--- src/rtl/sar_seq_pkg.sv ---
package sar_seq_pkg;

    // Wiring codes carried on mode_i
    typedef enum logic [1:0] {
        WIRE_SEPARATE = 2'd0,
        WIRE_TIED     = 2'd1,
        WIRE_CHAIN    = 2'd2,
        WIRE_RSVD     = 2'd3
    } wire_mode_e;

    typedef enum logic [1:0] {
        PH_IDLE  = 2'd0,
        PH_QUIET = 2'd1,
        PH_CONV  = 2'd2,
        PH_READ  = 2'd3
    } phase_e;

    // Round a time up to whole clock cycles, never below one cycle.
    function automatic int unsigned ps_to_cyc(input int unsigned t_ps,
                                              input int unsigned clk_ps);
        int unsigned n;
        n = (t_ps + clk_ps - 1) / clk_ps;
        return (n == 0) ? 1 : n;
    endfunction

    function automatic int unsigned max2(input int unsigned a, input int unsigned b);
        return (a > b) ? a : b;
    endfunction

endpackage

--- src/rtl/sar_cfg_check.sv ---
module sar_cfg_check
    import sar_seq_pkg::*;
(
    input  logic [1:0] mode_i,
    input  logic       cnv_en_i,
    output logic       accept_o,
    output logic       tied_o
);

    wire_mode_e mode_w;

    always_comb begin
        mode_w   = wire_mode_e'(mode_i);
        accept_o = 1'b0;
        tied_o   = 1'b0;
        case (mode_w)
            WIRE_SEPARATE: accept_o = cnv_en_i;
            WIRE_TIED: begin
                accept_o = !cnv_en_i;
                tied_o   = 1'b1;
            end
            // chain wiring, with or without always-turbo, and the reserved code
            default: accept_o = 1'b0;
        endcase
    end

endmodule

--- src/rtl/sar_phase_timer.sv ---
module sar_phase_timer #(
    parameter int CNT_W = 6
) (
    input  logic             clk,
    input  logic             rst_n,
    input  logic             load_i,
    input  logic [CNT_W-1:0] load_val_i,
    output logic             zero_o
);

    typedef struct packed {
        logic [CNT_W-1:0] cnt;
    } tmr_t;

    tmr_t tmr_d, tmr_q;

    always_comb begin
        tmr_d = tmr_q;
        if (load_i) begin
            tmr_d.cnt = load_val_i;
        end else if (tmr_q.cnt != '0) begin
            tmr_d.cnt = tmr_q.cnt - 1'b1;
        end
    end

    always_ff @(posedge clk or negedge rst_n) begin
        if (!rst_n) begin
            tmr_q <= '0;
        end else begin
            tmr_q <= tmr_d;
        end
    end

    assign zero_o = (tmr_q.cnt == '0);

endmodule

--- src/rtl/sar_rx_shift.sv ---
module sar_rx_shift #(
    parameter int RES_W = 18,
    parameter int OUT_W = 32
) (
    input  logic             clk,
    input  logic             rst_n,
    input  logic             clear_i,
    input  logic             shift_i,
    input  logic             sdo_i,
    output logic [OUT_W-1:0] word_o
);

    typedef struct packed {
        logic [RES_W-1:0] sh;
    } rx_t;

    rx_t rx_d, rx_q;

    always_comb begin
        rx_d = rx_q;
        if (clear_i) begin
            rx_d.sh = '0;
        end else if (shift_i) begin
            rx_d.sh = {rx_q.sh[RES_W-2:0], sdo_i};
        end
    end

    always_ff @(posedge clk or negedge rst_n) begin
        if (!rst_n) begin
            rx_q <= '0;
        end else begin
            rx_q <= rx_d;
        end
    end

    generate
        if (OUT_W > RES_W) begin : g_pad
            assign word_o = {{(OUT_W - RES_W){1'b0}}, rx_q.sh};
        end else begin : g_exact
            assign word_o = rx_q.sh[OUT_W-1:0];
        end
    endgenerate

endmodule

--- src/rtl/sar_rdout_seq.sv ---
module sar_rdout_seq
    import sar_seq_pkg::*;
#(
    parameter int RES_W      = 18,
    parameter int CLK_PS     = 8000,
    parameter int T_QUIET_PS = 20000,
    parameter int T_CONV_PS  = 420000,
    parameter int T_TURBO_PS = 320000,
    parameter int SCK_HALF   = 2,
    localparam int OUT_W     = (RES_W > 16) ? 32 : 16
) (
    input  logic             clk,
    input  logic             rst_n,
    input  logic             start_i,
    input  logic [1:0]       mode_i,
    input  logic             cnv_en_i,
    input  logic             turbo_i,
    input  logic             always_turbo_i,
    input  logic             sdo_i,
    output logic             cs_n_o,
    output logic             cnv_o,
    output logic             sclk_o,
    output logic             busy_o,
    output logic             done_o,
    output logic             err_o,
    output logic [OUT_W-1:0] result_o
);

    localparam int unsigned QUIET_CYC = ps_to_cyc(T_QUIET_PS, CLK_PS);
    localparam int unsigned CONV_CYC  = ps_to_cyc(T_CONV_PS, CLK_PS);
    localparam int unsigned TURBO_CYC = ps_to_cyc(T_TURBO_PS, CLK_PS);
    localparam int unsigned HALF_CYC  = (SCK_HALF < 1) ? 1 : SCK_HALF;
    localparam int unsigned MAX_CYC   = max2(max2(QUIET_CYC, CONV_CYC), max2(TURBO_CYC, HALF_CYC));
    localparam int CNT_W = $clog2(MAX_CYC + 1);
    localparam int BIT_W = $clog2(RES_W);

    localparam logic [CNT_W-1:0] QUIET_LD = CNT_W'(QUIET_CYC - 1);
    localparam logic [CNT_W-1:0] CONV_LD  = CNT_W'(CONV_CYC - 1);
    localparam logic [CNT_W-1:0] TURBO_LD = CNT_W'(TURBO_CYC - 1);
    localparam logic [CNT_W-1:0] HALF_LD  = CNT_W'(HALF_CYC - 1);
    localparam logic [BIT_W-1:0] LAST_BIT = BIT_W'(RES_W - 1);

    typedef struct packed {
        phase_e           ph;
        logic             tied;
        logic             turbo;
        logic             cs_n;
        logic             cnv;
        logic             sclk;
        logic [BIT_W-1:0] bit_idx;
        logic             busy;
        logic             done;
        logic             err;
        logic [OUT_W-1:0] result;
    } seq_t;

    seq_t seq_d, seq_q;

    logic             cfg_ok;
    logic             cfg_tied;
    logic             tmr_load;
    logic [CNT_W-1:0] tmr_val;
    logic             tmr_zero;
    logic             sh_clear;
    logic             sh_en;
    logic [OUT_W-1:0] sh_word;

    sar_cfg_check u_cfg (
        .mode_i   (mode_i),
        .cnv_en_i (cnv_en_i),
        .accept_o (cfg_ok),
        .tied_o   (cfg_tied)
    );

    sar_phase_timer #(.CNT_W(CNT_W)) u_tmr (
        .clk        (clk),
        .rst_n      (rst_n),
        .load_i     (tmr_load),
        .load_val_i (tmr_val),
        .zero_o     (tmr_zero)
    );

    sar_rx_shift #(.RES_W(RES_W), .OUT_W(OUT_W)) u_rx (
        .clk     (clk),
        .rst_n   (rst_n),
        .clear_i (sh_clear),
        .shift_i (sh_en),
        .sdo_i   (sdo_i),
        .word_o  (sh_word)
    );

    always_comb begin
        seq_d      = seq_q;
        seq_d.done = 1'b0;
        seq_d.err  = 1'b0;
        tmr_load   = 1'b0;
        tmr_val    = '0;
        sh_clear   = 1'b0;
        sh_en      = 1'b0;

        case (seq_q.ph)
            PH_IDLE: begin
                if (start_i) begin
                    if (cfg_ok) begin
                        seq_d.ph    = PH_QUIET;
                        seq_d.tied  = cfg_tied;
                        seq_d.turbo = turbo_i | always_turbo_i;
                        seq_d.busy  = 1'b1;
                        // tied wiring pulls the convert pin low for the quiet time
                        seq_d.cs_n  = !cfg_tied;
                        seq_d.cnv   = 1'b0;
                        tmr_load    = 1'b1;
                        tmr_val     = QUIET_LD;
                        sh_clear    = 1'b1;
                    end else begin
                        seq_d.err = 1'b1;
                    end
                end
            end
            PH_QUIET: begin
                if (tmr_zero) begin
                    seq_d.ph   = PH_CONV;
                    seq_d.cs_n = 1'b1;
                    seq_d.cnv  = !seq_q.tied;
                    tmr_load   = 1'b1;
                    tmr_val    = seq_q.turbo ? TURBO_LD : CONV_LD;
                end
            end
            PH_CONV: begin
                if (tmr_zero) begin
                    seq_d.ph      = PH_READ;
                    seq_d.cs_n    = 1'b0;
                    seq_d.cnv     = 1'b0;
                    seq_d.sclk    = 1'b0;
                    seq_d.bit_idx = '0;
                    tmr_load      = 1'b1;
                    tmr_val       = HALF_LD;
                end
            end
            PH_READ: begin
                if (tmr_zero) begin
                    tmr_load = 1'b1;
                    tmr_val  = HALF_LD;
                    if (!seq_q.sclk) begin
                        seq_d.sclk = 1'b1;
                        sh_en      = 1'b1;
                    end else begin
                        seq_d.sclk = 1'b0;
                        if (seq_q.bit_idx == LAST_BIT) begin
                            seq_d.ph     = PH_IDLE;
                            seq_d.cs_n   = 1'b1;
                            seq_d.busy   = 1'b0;
                            seq_d.done   = 1'b1;
                            seq_d.result = sh_word;
                        end else begin
                            seq_d.bit_idx = seq_q.bit_idx + 1'b1;
                        end
                    end
                end
            end
            default: seq_d.ph = PH_IDLE;
        endcase
    end

    always_ff @(posedge clk or negedge rst_n) begin
        if (!rst_n) begin
            seq_q      <= '0;
            seq_q.ph   <= PH_IDLE;
            seq_q.cs_n <= 1'b1;
        end else begin
            seq_q <= seq_d;
        end
    end

    assign cs_n_o   = seq_q.cs_n;
    assign cnv_o    = seq_q.cnv;
    assign sclk_o   = seq_q.sclk;
    assign busy_o   = seq_q.busy;
    assign done_o   = seq_q.done;
    assign err_o    = seq_q.err;
    assign result_o = seq_q.result;

endmodule

--- config.mk ---
export PLATFORM = sky130hd
export DESIGN_NAME = sar_rdout_seq
export DESIGN_NICKNAME = d
export VERILOG_FILES = /design/src/rtl/sar_seq_pkg.sv /design/src/rtl/sar_cfg_check.sv /design/src/rtl/sar_phase_timer.sv /design/src/rtl/sar_rx_shift.sv /design/src/rtl/sar_rdout_seq.sv
export SDC_FILE = /design/constraint.sdc
export NUM_CORES = 1
export LEC_CHECK = 0
export ABC_AREA = 1
export ABC_CLOCK_PERIOD_IN_PS = 1900
export BUFFER_PORTS_ARGS = -buffer_cell sky130_fd_sc_hd__buf_4
export CAP_MARGIN = 20
export CORE_UTILIZATION = 57
export DETAILED_ROUTE_END_ITERATION = 10
export PLACE_DENSITY = 0.91
export SLEW_MARGIN = 10
export SYNTH_ARGS = -nofsm -noshare
export SYNTH_HDL_FRONTEND = slang
export SYNTH_SLANG_ARGS = --single-unit
--- constraint.sdc ---
create_clock -name clk -period 1.9 [get_ports clk]
set_input_delay 0.38 -clock clk [delete_from_list [all_inputs] [get_ports clk]]
set_output_delay 0.38 -clock clk [all_outputs]
set_load 0.05 [all_outputs]
[After elaboration in Yosys (flattened, before gate mapping)]
Index checks and enable logic that the tools add are counted.
Word-level totals
  flip-flop bits (word level): 57
  output and inout port bits: 38
Operators by class
  add/sub/neg operators: 2
  mux-type cells: 47
  reductions and logical operators: 21
  equal/unequal tests: 13
  bitwise logic cells: 1
Operator list (count)
  2-to-1 mux 18 bit: 2
  2-to-1 mux 6 bit: 5
  2-to-1 mux 1 bit: 18
  2-to-1 mux 2 bit: 9
  one-hot mux 6 bit (3 select lines): 1
  2-to-1 mux 8 bit: 2
  != test 2 bit (second input constant): 8
  one-hot mux 6 bit (2 select lines): 1
  2-to-1 mux 5 bit: 2
  AND reduction 5 bit: 2
  one-hot mux 2 bit (4 select lines): 1
  nonzero test 2 bit: 4
  2-to-1 mux 7 bit: 1
  AND reduction 7 bit: 1
  zero test 6 bit: 1
  one-hot mux 1 bit (2 select lines): 3
  AND reduction 3 bit: 2
  AND reduction 6 bit: 1
  nonzero test 6 bit: 1
  subtractor 6 x 1 -> 6 bit (second input constant): 1
  adder 5 x 1 -> 5 bit (second input constant): 1
  == test 5 bit (second input constant): 1
  == test 2 x 1 -> 1 bit (second input constant): 2
  == test 2 bit (second input constant): 2
  9 further kinds: 12

[Logic depth before layout (Yosys ltp)]
Gate-level depths: netlist of run 1.
  depth in word-level cells: 6
  mapped depth: 10
  depth with buffers taken out: 10

[Hierarchy]
A second synthesis of run 1 with hierarchy kept.
Second synthesis, totals
  cells, all modules: 445
  area total of the unflattened synthesis: 3701.0 µm²
Modules (own cells, without submodules)
  sar_rdout_seq: area an instance 2424.8 µm², times used 1, cells each 289
  sar_rx_shift: area an instance 832.0 µm², times used 1, cells each 93
  sar_phase_timer: area an instance 412.9 µm², times used 1, cells each 55
  sar_cfg_check: area an instance 31.3 µm², times used 1, cells each 8

[Least setup slack after synthesis of run 1]
Ideal clock, no wire load.
  path type: reg2reg
  start: register seq_q, in the netlist sclk_o
  end: register seq_q, in the netlist result_o[7]
  clock period less this slack: 1.619 ns
  stages on the path, launching flop included: 7
  slack: 0.281 ns
  arrival time: 1.500 ns
  cells stage by stage: dfrtp_1 > inv_1 > nor3_4 > nand2_4 > buf_6 > nand2_2 > o21ai_2
On the way
  cells in the longest elaborated chain, start to end: 1
RTL lines
  start: declaration: RTL line sar_rdout_seq.sv:57  | seq_t seq_d, seq_q;
  start signal: assignment: RTL line sar_rdout_seq.sv:171  | seq_q <= seq_d;
  AND reduction 4 bit (no source line)
Every way passes these cells.
A chain may end at the register's enable or synchronous reset.

[Worst setup path in the final report of run 1]
  start: register u_tmr.tmr_q[0] (netlist bit)
  end: register seq_q, in the netlist result_o[14]
On the way
  cells in the longest elaborated chain, start to end: 2
RTL lines
  start: declaration: RTL line sar_phase_timer.sv:15  | tmr_t tmr_d, tmr_q;
  start signal: assignment: RTL line sar_phase_timer.sv:30  | tmr_q <= tmr_d;
  zero test 6 bit: RTL line sar_phase_timer.sv:34  | assign zero_o = (tmr_q.cnt == '0);
  AND reduction 4 bit (no source line)
Every way passes these cells.

==> summary.log, run 1 <==
[run_status] status finished, final reports clean
[setup_path] depth of the worst register-to-register path 8
[place] last weighted congestion value of the routability-driven placer 0.902
[power] switching portion of total power 38.3%
[sta] highest clock rate 0.564 GHz
[power] static leakage power 1.66 nW
[cells_and_area] fraction of layout instances using a drive strength above 1 27.4%
[clocking] total of hold buffers inserted after clock tree synthesis 0
[floorplan] FP Rows 26
[routing] post-DR wirelength/cell 12.9 um
[power] worst ir drop on vdd 0.000940 V
[place] count of input and output buffers 32
[clocking] Inserted Clock Buffers 9
[sta] worst relative slew slack 54.3%
[sta] post-route worst setup slack 0.126 ns
[logic_synthesis] Netlist cell types 33
[logic_synthesis] Syn. warnings 0
[cells_and_area] layout overhead on the synthesized area 9.85%
[setup_path] number of buffer and inverter stages on the critical path 2
[cells_and_area] Core Util, Final 65.0%
[global_route] pin count of the biggest net entering global routing 58
[setup_path] endpoint arrival time on the critical path 2.01 ns
[clocking] clock latency reported for the late side of the worst-skew pair 0.34 ns
[setup_path] crit-path max FO 37
[flow_run] Max Cap Violations 0
[setup_path] launching point of the worst reg2reg path u_tmr.tmr_q[0]
[global_route] wire length of the first global-routing pass 8.96 mm
[floorplan] die span in x 74.8 um
[routing] final wirelength 5.42 mm
[sta] count of final setup violators 0
[routing] DRC violation total after the first TritonRoute iteration 153
[power] part of the total power dissipated in combinational logic 33.7%
[floorplan] vertical die dimension 74.8 um
[clocking] TritonCTS Sinks 57
[routing] post-route ant nets 0
[logic_synthesis] Mapped Area 0.00302 mm^2
[routing] Vias per Instance 5.06
[global_route] vias in the first global route 2,051
[setup_path] peak per-stage delay on the critical path 0.38 ns
[routing] # DRC 0
[power] total net switching power 1.56 mW
[setup_path] RR Endpoint result_o[14]
[sta] Final Skew 0.00579 ns
[sta] time the worst path needs with I/O delays and setup 1.77 ns
[routing] TritonRoute pass-1 iters 6
[global_route] gr ovfl total 0
[setup_path] data required time at the worst endpoint 2.13 ns
[logic_synthesis] fraction of registers with async set or reset after synthesis 100%
[sta] Slew Limit Fails 0
[sta] setup repair after global routing missed its margin no
[clocking] deepest clock path buffer count 2
[cells_and_area] # diodes 0
[setup_path] ordered cell list for the critical path inv_1 -> ha_1 -> nand3_4 -> nor3_4 -> nand2_4 -> buf_12 -> nand2_1 -> o21ai_2
[sta] number of failing hold endpoints at the final stage 0
[clocking] cell chosen for the clock root clkbuf_8
[setup_path] kind of launch point of the worst setup path flip-flop
[clocking] maximum level of the CTS H-tree 3
[logic_synthesis] total of flip-flops plus latches after synthesis 57
[power] Internal 2.52 mW
[routing] Vias 2,126
[place] Post-Place Setup Slack 0.106 ns
[setup_path] endpoint type of the worst setup path flip-flop
[clocking] clock transition at the register clock pins on the worst setup and hold paths after CTS 0.06 ns
[logic_synthesis] sequential-to-total area share from yosys stat 47.2%
[sta] transition time of the tightest slew-check pin 0.686 ns
[cells_and_area] final net count 363
[logic_synthesis] mean cell area of the mapped netlist 9.25 um^2
[setup_path] cell with the biggest individual delay on the critical path dfrtp_1
[clocking] CTS resizes 0
[cells_and_area] fill cell total of the finished layout 402
[power] sequential cell fraction of total power 37.2%
[sta] period utilization 93.4%
[global_route] antenna violations before repair 0
[clocking] Post-CTS Setup Inserts 0
[floorplan] I/O pins 47
[global_route] overall global routing resource usage 21.9%
[setup_path] Worst Path Class, Setup reg2reg
[sta] final total negative setup slack 0 ns
[power] clock share of power 29.0%
[clocking] CTS tree built
[setup_path] critical path's top delay family simple AND/OR/NAND/NOR gates
[hold_path] Hold Path Class in2async
[logic_synthesis] synthesized instance count 327
[place] Post-DP HPWL 3.64 mm
[logic_synthesis] predominant post-synthesis flop cell dfrtp_1
[floorplan] floorplan core area 0.00511 mm^2
[floorplan] die outline area 0.00560 mm^2
[setup_path] reg-to-reg slack, setup 0.13 ns
[power] total power per unit cell area 1230 mW/mm^2
[logic_synthesis] number of flops mapped to enable cells by yosys 0
[floorplan] initial core utilization 59.2%
## worst reg2reg max path, cell delays in order (launching register included)
cell	delay (ns)
dfrtp_1	0.38
inv_1	0.16
ha_1	0.29
nand3_4	0.17
nor3_4	0.23
nand2_4	0.08
buf_12	0.19
nand2_1	0.12
o21ai_2	0.06
## flip-flops by register name, indices dropped and copies added, names as in the netlist
| register | flops |
|---|---|
| u_rx.rx_q | 18 |
| err_o | 1 |
| cnv_o | 1 |
| busy_o | 1 |
| sclk_o | 1 |
| done_o | 1 |
| result_o | 18 |
| cs_n_o | 1 |
| seq_q | 9 |
| u_tmr.tmr_q | 6 |
## metrics by stage
step	instances	total power, mW	hold WS, ns	instance area, um^2
after floorplan	340	2.58	0.0844	3070
after global placement	406	2.81	0.455	3120
after detailed placement	406	2.85	0.460	3120
after CTS	420	4.08	0.104	3320
after global routing	420	4.31	0.137	3320
final	420	4.08	0.0845	3320
## metal layers
metal / wire, um / track usage [%]
met5: 0 / 0
met1: 2300 / 26.9
met3: 280 / 6.69
met4: 105 / 11.5
met2: 2740 / 34.7
## logic make-up (layout without fill, tap and decap cells)
family | count (synthesis) | after routing | synth area share, %
AND/OR/NAND/NOR | 126 | 126 | 21.6
flip-flops | 57 | 57 | 47.2
adder cells (fa/ha/maj) | 7 | 7 | 2.90
other | 1 | 14 | 0.124
buffers and inverters | 81 | 91 | 15.3
XOR/XNOR | 4 | 4 | 1.16
AO/OA/AOI/OAI | 51 | 51 | 11.8
## Yosys cell counts (2+ instances only)
| library cell | instances | share of area, % |
|---|---|---|
| inv_2 | 3 | 0.37 |
| buf_6 | 5 | 1.9 |
| inv_1 | 41 | 5.1 |
| a21oi_1 | 4 | 0.66 |
| o21ai_2 | 18 | 5.2 |
| ha_1 | 7 | 2.9 |
| nand2_4 | 3 | 1.1 |
| nand2_2 | 13 | 2.7 |
| xor2_1 | 2 | 0.58 |
| nand4_1 | 5 | 1.0 |
| o22ai_1 | 17 | 3.5 |
| nand2_1 | 62 | 7.7 |
| xnor2_1 | 2 | 0.58 |
| nand3_1 | 17 | 2.8 |
| nor2_1 | 11 | 1.4 |
| nor2_4 | 5 | 1.9 |
| or2_2 | 2 | 0.41 |
| buf_4 | 32 | 7.9 |
| dfrtp_1 | 56 | 46 |
| o21ai_0 | 9 | 1.5 |
## area by class of cell
cell class | count | area [um^2] | area share (%)
clock buffer | 10 | 128 | 3.84
clock inverter | 4 | 70.1 | 2.11
inverter | 44 | 165 | 4.97
multi-input combinational | 202 | 1180 | 35.6
sequential | 57 | 1430 | 43.0
tap | 70 | 87.6 | 2.64
timing repair buffer | 33 | 260 | 7.83
## placed cells by master, fill, tap and decap left out, drive strengths merged
cell / netlist / final
nand2: 78 / 78
clkinv: 0 / 2
a31oi: 1 / 1
conb: 1 / 14
bufinv: 0 / 2
nand4: 6 / 6
o22ai: 18 / 18
nor3: 2 / 2
inv: 44 / 44
a21oi: 4 / 4
ha: 7 / 7
o21ai: 27 / 27
dfrtp: 56 / 56
nor2: 17 / 17
o21a: 1 / 1
buf: 37 / 33
nand3b: 1 / 1
xnor2: 2 / 2
dfstp: 1 / 1
nand3: 18 / 18
or2: 3 / 3
xor2: 2 / 2
clkbuf: 0 / 10
nor3b: 1 / 1
## power by group through the flow
stage / clock, mW / combinational (mW) / sequential (mW)
after floorplan: 0 / 0.936 / 1.65
after global placement: 0 / 1.28 / 1.53
after detailed placement: 0 / 1.31 / 1.54
after CTS: 1.19 / 1.37 / 1.52
after global routing: 1.25 / 1.52 / 1.54
final: 1.18 / 1.38 / 1.52
## how the worst max path moves through the flow
stage,from,endpoint,cells past startpoint
2_1_floorplan,sclk_o,result_o[7],6
6_report,u_tmr.tmr_q[0],result_o[14],8
4_1_cts,u_tmr.tmr_q[0],result_o[14],8
3_3_place_gp,u_tmr.tmr_q[0],result_o[1],8
5_1_grt,u_tmr.tmr_q[0],seq_q[37],9
3_5_place_dp,u_tmr.tmr_q[0],result_o[14],8
Power figures use the tool's default switching activity.
==> run 2, diff against run 1 <==
Settings changed: ABC_AREA 1 to not set, CORE_UTILIZATION 57 to 55, PLACE_DENSITY 0.91 to 0.89.
==> run 2 against run 1 <==
Effect of this change:
- highest routed layer unchanged
- register-to-register slack got worse by 0.05 ns
- largest cell class unchanged
- cell count decreased by 19%
- critical path type unchanged
- combinational power about the same
- die area decreased by 4.7%
- non-clock buffer count increased by 12
- sequential share of layout area increased by 1.4 points
- clock skew about the same
- power increased by 4.7%
- sequential power increased by 3%
- synthesized cell count decreased by 27%
- setup slack got worse by 0.046 ns
==> summary.log, run 2 <==
[routing] # DRC 0
[logic_synthesis] share of the synthesized area in the top cell type 50.5%
[place] last weighted congestion value of the routability-driven placer 0.874
[sta] period utilization 95.8%
[logic_synthesis] dominant cell by count in the synthesized netlist dfrtp_1
[setup_path] RR Endpoint seq_q[46]
[sta] highest clock rate 0.549 GHz
[logic_synthesis] total of flip-flops plus latches after synthesis 57
[floorplan] I/O pins 47
[sta] time the worst path needs with I/O delays and setup 1.82 ns
[cells_and_area] fill cell total of the finished layout 352
[routing] Vias per Instance 5.40
[routing] DRC violation total after the first TritonRoute iteration 139
[floorplan] vertical die dimension 73.1 um
[place] placed insts 324
[sta] worst relative slew slack 54.1%
[clocking] TritonCTS Sinks 57
[clocking] Post-CTS Setup Inserts 0
[setup_path] kind of launch point of the worst setup path flip-flop
[sta] final total negative setup slack 0 ns
[floorplan] FP Rows 25
[routing] post-DR wirelength/cell 14.4 um
[clocking] Inserted Clock Buffers 9
[cells_and_area] commonest non-fill, non-tap cell in the layout dfrtp_1
[setup_path] launching point of the worst reg2reg path seq_q[36]
[routing] post-route ant nets 0
[clocking] maximum level of the CTS H-tree 3
[clocking] cell chosen for the clock root clkbuf_8
[floorplan] die span in x 73.1 um
[logic_synthesis] sequential-to-total area share from yosys stat 51.4%
[clocking] clock latency reported for the late side of the worst-skew pair 0.33 ns
[cells_and_area] final standard cell area without fillers 0.00322 mm^2
[clocking] deepest clock path buffer count 2
[logic_synthesis] most area-hungry cell type in the Yosys netlist dfrtp_1
[place] placed standard-cell area 0.00297 mm^2
[setup_path] reg-to-reg slack, setup 0.08 ns
[cells_and_area] # diodes 0
[power] worst ir drop on vdd 0.000941 V
[power] total power per unit cell area 1330 mW/mm^2
[setup_path] endpoint arrival time on the critical path 2.04 ns
[routing] final wirelength 4.88 mm
[setup_path] crit-path max FO 4
[logic_synthesis] Syn. warnings 0
[cells_and_area] post-layout instance count excluding filler cells 340
[global_route] wire length of the first global-routing pass 8.20 mm
[routing] TritonRoute pass-1 iters 4
[routing] Vias 1,836
[sta] Final Skew 0.00624 ns
[global_route] antenna violations before repair 0
[setup_path] depth of the worst register-to-register path 6
[cells_and_area] final net count 284
[place] Post-DP HPWL 3.29 mm
[clocking] CTS resizes 0
[logic_synthesis] fraction of registers with async set or reset after synthesis 100%
[sta] Slew Limit Fails 0
[logic_synthesis] Netlist cell types 47
[power] static leakage power 1.63 nW
[global_route] overall global routing resource usage 20.4%
[sta] number of failing hold endpoints at the final stage 0
[sta] setup repair after global routing missed its margin no
[logic_synthesis] ranking of synthesized cells by instance count 56 x dfrtp_1, 35 x buf_4, 19 x a22o_1
[cells_and_area] layout overhead on the synthesized area 16.0%
[run_status] status finished, final reports clean
[floorplan] die outline area 0.00534 mm^2
[logic_synthesis] Mapped Area 0.00278 mm^2
[global_route] pin count of the biggest net entering global routing 58
[cells_and_area] fraction of layout instances using a drive strength above 1 32.2%
[floorplan] initial core utilization 58.0%
[cells_and_area] most frequent cells in the layout 56 x dfrtp_1, 43 x buf_4, 19 x a22o_1, 18 x mux2_2, 14 x conb_1
[flow_run] Max Cap Violations 0
[global_route] gr ovfl total 0
[setup_path] Worst Path Class, Setup reg2reg
[logic_synthesis] mean cell area of the mapped netlist 11.6 um^2
[hold_path] Hold Path Class in2async
[setup_path] endpoint type of the worst setup path flip-flop
[clocking] clock transition at the register clock pins on the worst setup and hold paths after CTS 0.07 ns
[sta] count of final setup violators 0
[clocking] CTS tree built
[floorplan] floorplan core area 0.00479 mm^2
[setup_path] data required time at the worst endpoint 2.12 ns
[place] count of input and output buffers 32
[sta] transition time of the tightest slew-check pin 0.689 ns
[logic_synthesis] predominant post-synthesis flop cell dfrtp_1
[global_route] vias in the first global route 1,818
[logic_synthesis] most area-consuming cells after synthesis dfrtp_1 50%, buf_4 9.5%, mux2_2 7.3%, a22o_1 6.0%, ha_1 3.2%
[clocking] total of hold buffers inserted after clock tree synthesis 0
[logic_synthesis] number of flops mapped to enable cells by yosys 0
[logic_synthesis] synthesized instance count 239
-- run 2: cell count changes in the layout (fill, tap and decap cells not counted), moves of 9 or more --
cell,delta
a22o_1,+19
nand3_1,-13
nand2_1,-50
o22ai_1,-14
inv_1,-32
o21ai_2,-18
buf_4,+11
mux2_2,+18
o31ai_1,+9
nand2_2,-12
-- run 2: layer usage --
layer	part of all wire (%)	vias to the layer above	GRT usage, %
li1	-	866	-
met1	45	913	24.9
met2	50	48	33.7
met3	3.7	9	4.42
met4	1.2	0	11.1
met5	0	-	0
-- run 2: cell families after synthesis --
family / after synthesis / share of synthesized area, %
buffers and inverters: 49 / 11.9
flip-flops: 57 / 51.4
XOR/XNOR: 3 / 0.947
adder cells (fa/ha/maj): 7 / 3.15
other: 1 / 0.135
multiplexers: 19 / 7.71
AO/OA/AOI/OAI: 53 / 14.3
AND/OR/NAND/NOR: 50 / 10.4
-- run 2: how the worst max path moves through the flow --
| stage | from | endpoint | cells past startpoint | slack, ns |
|---|---|---|---|---|
| after floorplan | seq_q[45] | seq_q[46] | 5 | 0.001 |
| after global placement | seq_q[45] | seq_q[46] | 5 | 0.14 |
| after detailed placement | seq_q[45] | seq_q[46] | 5 | 0.07 |
| after CTS | seq_q[45] | seq_q[46] | 5 | 0.07 |
| after global routing | seq_q[36] | seq_q[46] | 6 | 0.01 |
| final | seq_q[36] | seq_q[46] | 6 | 0.08 |
-- run 2: worst max-delay path, stage by stage, from the launching register on --
cell,delay [ns]
dfrtp_1,0.40
inv_1,0.07
ha_1,0.13
and4bb_2,0.30
nand2_1,0.12
a221oi_2,0.33
mux2_1,0.35
-- run 2: layout make-up --
cell class	instances	area, um^2	share of cell area, %
Timing Repair Buffer	45	363	11.3
Clock inverter	7	119	3.69
Clock buffer	9	124	3.85
Inverter	9	33.8	1.05
Multi-Input combinational cell	146	1070	33.2
Sequential cell	57	1430	44.3
Tap cell	67	83.8	2.60
-- run 2: per-stage QoR --
stage          hold slack (ns)  utilization (%)  power, mW  setup WS [ns]
6_report                0.0902             67.3       4.27         0.0801
5_1_grt                  0.154             67.3       4.51         0.0125
4_1_cts                  0.117             67.2       4.28         0.0700
3_5_place_dp             0.473             62.1       2.89         0.0720
3_3_place_gp             0.467             62.1       2.85          0.135
2_1_floorplan           0.0844                -       2.52        0.00141
-- run 2: power breakdown --
group	leakage [nW]	switching (mW)	total, mW	internal [mW]
combinational	0.743	0.791	1.35	0.555
sequential	0.769	0.169	1.56	1.39
clock	0.115	0.498	1.37	0.870
==> run 3, diff against run 2 <==
Settings changed: PLACE_DENSITY 0.89 to 0.85.
==> run 3 against run 2 <==
Effect of this change:
- routed wire length increased by 0.55%
- largest cell class unchanged
- critical path depth is 1 lower
- hold slack improved by 0.0037 ns
- critical endpoint unchanged
- highest routed layer unchanged
- cell count decreased by 0.59%
==> summary.log, run 3 (same netlist as run 2, synthesis figures left out) <==
[clocking] maximum level of the CTS H-tree 3
[power] total power per unit cell area 1310 mW/mm^2
[floorplan] die span in x 73.1 um
[clocking] clock latency reported for the late side of the worst-skew pair 0.34 ns
[setup_path] crit-path max FO 4
[cells_and_area] Core Util, Final 66.5%
[sta] highest clock rate 0.541 GHz
[global_route] vias in the first global route 1,764
[clocking] Inserted Clock Buffers 9
[global_route] antenna violations before repair 0
[cells_and_area] layout overhead on the synthesized area 14.6%
[clocking] deepest clock path buffer count 2
[cells_and_area] fraction of layout instances using a drive strength above 1 31.4%
[floorplan] vertical die dimension 73.1 um
[routing] final wirelength 4.91 mm
[global_route] overall global routing resource usage 20.4%
[run_status] status finished, final reports clean
[cells_and_area] most frequent cells in the layout 56 x dfrtp_1, 41 x buf_4, 19 x a22o_1, 18 x mux2_2, 14 x conb_1
[floorplan] floorplan core area 0.00479 mm^2
[clocking] TritonCTS Sinks 57
[sta] number of failing hold endpoints at the final stage 0
[clocking] clock transition at the register clock pins on the worst setup and hold paths after CTS 0.07 ns
[clocking] Post-CTS Setup Inserts 0
[place] placed standard-cell area 0.00296 mm^2
[place] Post-Place Setup Slack 0.0491 ns
[floorplan] initial core utilization 58.0%
[routing] # DRC 0
[hold_path] Hold Path Class in2async
[clocking] CTS resizes 0
[power] static leakage power 1.62 nW
[sta] period utilization 97.3%
[cells_and_area] final standard cell area without fillers 0.00318 mm^2
[cells_and_area] # diodes 0
[sta] time the worst path needs with I/O delays and setup 1.85 ns
[global_route] gr ovfl total 0
[cells_and_area] multi-input combinational cell area 0.00107 mm^2
[routing] DRC violation total after the first TritonRoute iteration 66
[place] count of input and output buffers 32
[floorplan] I/O pins 47
[clocking] CTS tree built
[sta] post-route worst setup slack 0.0504 ns
[clocking] total of hold buffers inserted after clock tree synthesis 0
[sta] count of final setup violators 0
[setup_path] endpoint arrival time on the critical path 2.06 ns
[routing] post-route ant nets 0
[setup_path] Worst Path Class, Setup reg2reg
[sta] worst relative slew slack 53.0%
[sta] Final Skew 0.0115 ns
[sta] transition time of the tightest slew-check pin 0.705 ns
[sta] final total negative setup slack 0 ns
[floorplan] die outline area 0.00534 mm^2
[clocking] cell chosen for the clock root clkbuf_8
[cells_and_area] sequential cell area 0.00143 mm^2
[flow_run] Max Cap Violations 0
[routing] TritonRoute pass-1 iters 6
[routing] post-DR wirelength/cell 14.5 um
[setup_path] endpoint type of the worst setup path flip-flop
[sta] Slew Limit Fails 0
[power] Overall Power 4.16 mW
[global_route] pin count of the biggest net entering global routing 58
[setup_path] data required time at the worst endpoint 2.11 ns
[global_route] wire length of the first global-routing pass 7.99 mm
[cells_and_area] commonest non-fill, non-tap cell in the layout dfrtp_1
[cells_and_area] final net count 282
[power] worst ir drop on vdd 0.000979 V
[routing] Vias per Instance 5.40
[routing] Vias 1,825
[setup_path] kind of launch point of the worst setup path flip-flop
[sta] setup repair after global routing missed its margin no
[floorplan] FP Rows 25
[place] last weighted congestion value of the routability-driven placer 0.864
[place] Post-DP HPWL 3.34 mm
[cells_and_area] fill cell total of the finished layout 384
## run 3: worst max-delay path: stages, from the launching register on
cell and delay, ns:
dfrtp_1 0.40, inv_1 0.08, ha_1 0.21, or3_1 0.39, a221oi_2 0.29, mux2_1 0.35
## run 3: routing by layer
| metal | vias to the layer above | routed length [um] | share of wire, % | global-route usage (%) |
|---|---|---|---|---|
| li1 | 857 | - | - | - |
| met1 | 915 | 2170 | 44 | 24.8 |
| met2 | 46 | 2460 | 50 | 33.0 |
| met3 | 7 | 229 | 4.7 | 7.60 |
| met4 | 0 | 49 | 1.0 | 7.84 |
| met5 | - | 0 | 0 | 0 |
## run 3: final timing paths
check	start	to	slack [ns]	depth (start not counted)
worst max-delay path	seq_q[45]	seq_q[46]	0.05	5
worst min-delay path	rst_n	result_o[16]	0.09	1
worst max register to register	seq_q[45]	seq_q[46]	0.05	5
worst min register to register	seq_q[39]	seq_q[39]	0.48	1
max in group asynchronous	rst_n	u_tmr.tmr_q[0]	1.33	1
min in group clk	mode_i[0]	seq_q[44]	0.26	3
## run 3: final cells by class
class	instances	area share, %
Multi-Input combinational cell	146	33.6
Inverter	9	1.06
Clock buffer	11	4.44
Timing Repair Buffer	43	10.9
Clock inverter	5	2.48
Tap cell	67	2.63
Sequential cell	57	44.9
## run 3: through the flow
step	instances	hold WS, ns
finish	338	0.0939
global route	338	0.154
CTS	338	0.116
detailed placement	322	0.471
global placement	322	0.471
floorplan	252	0.0844
## run 3: power breakdown
part | switching [mW] | internal (mW)
sequential | 0.171 | 1.39
clock | 0.471 | 0.772
combinational | 0.805 | 0.551
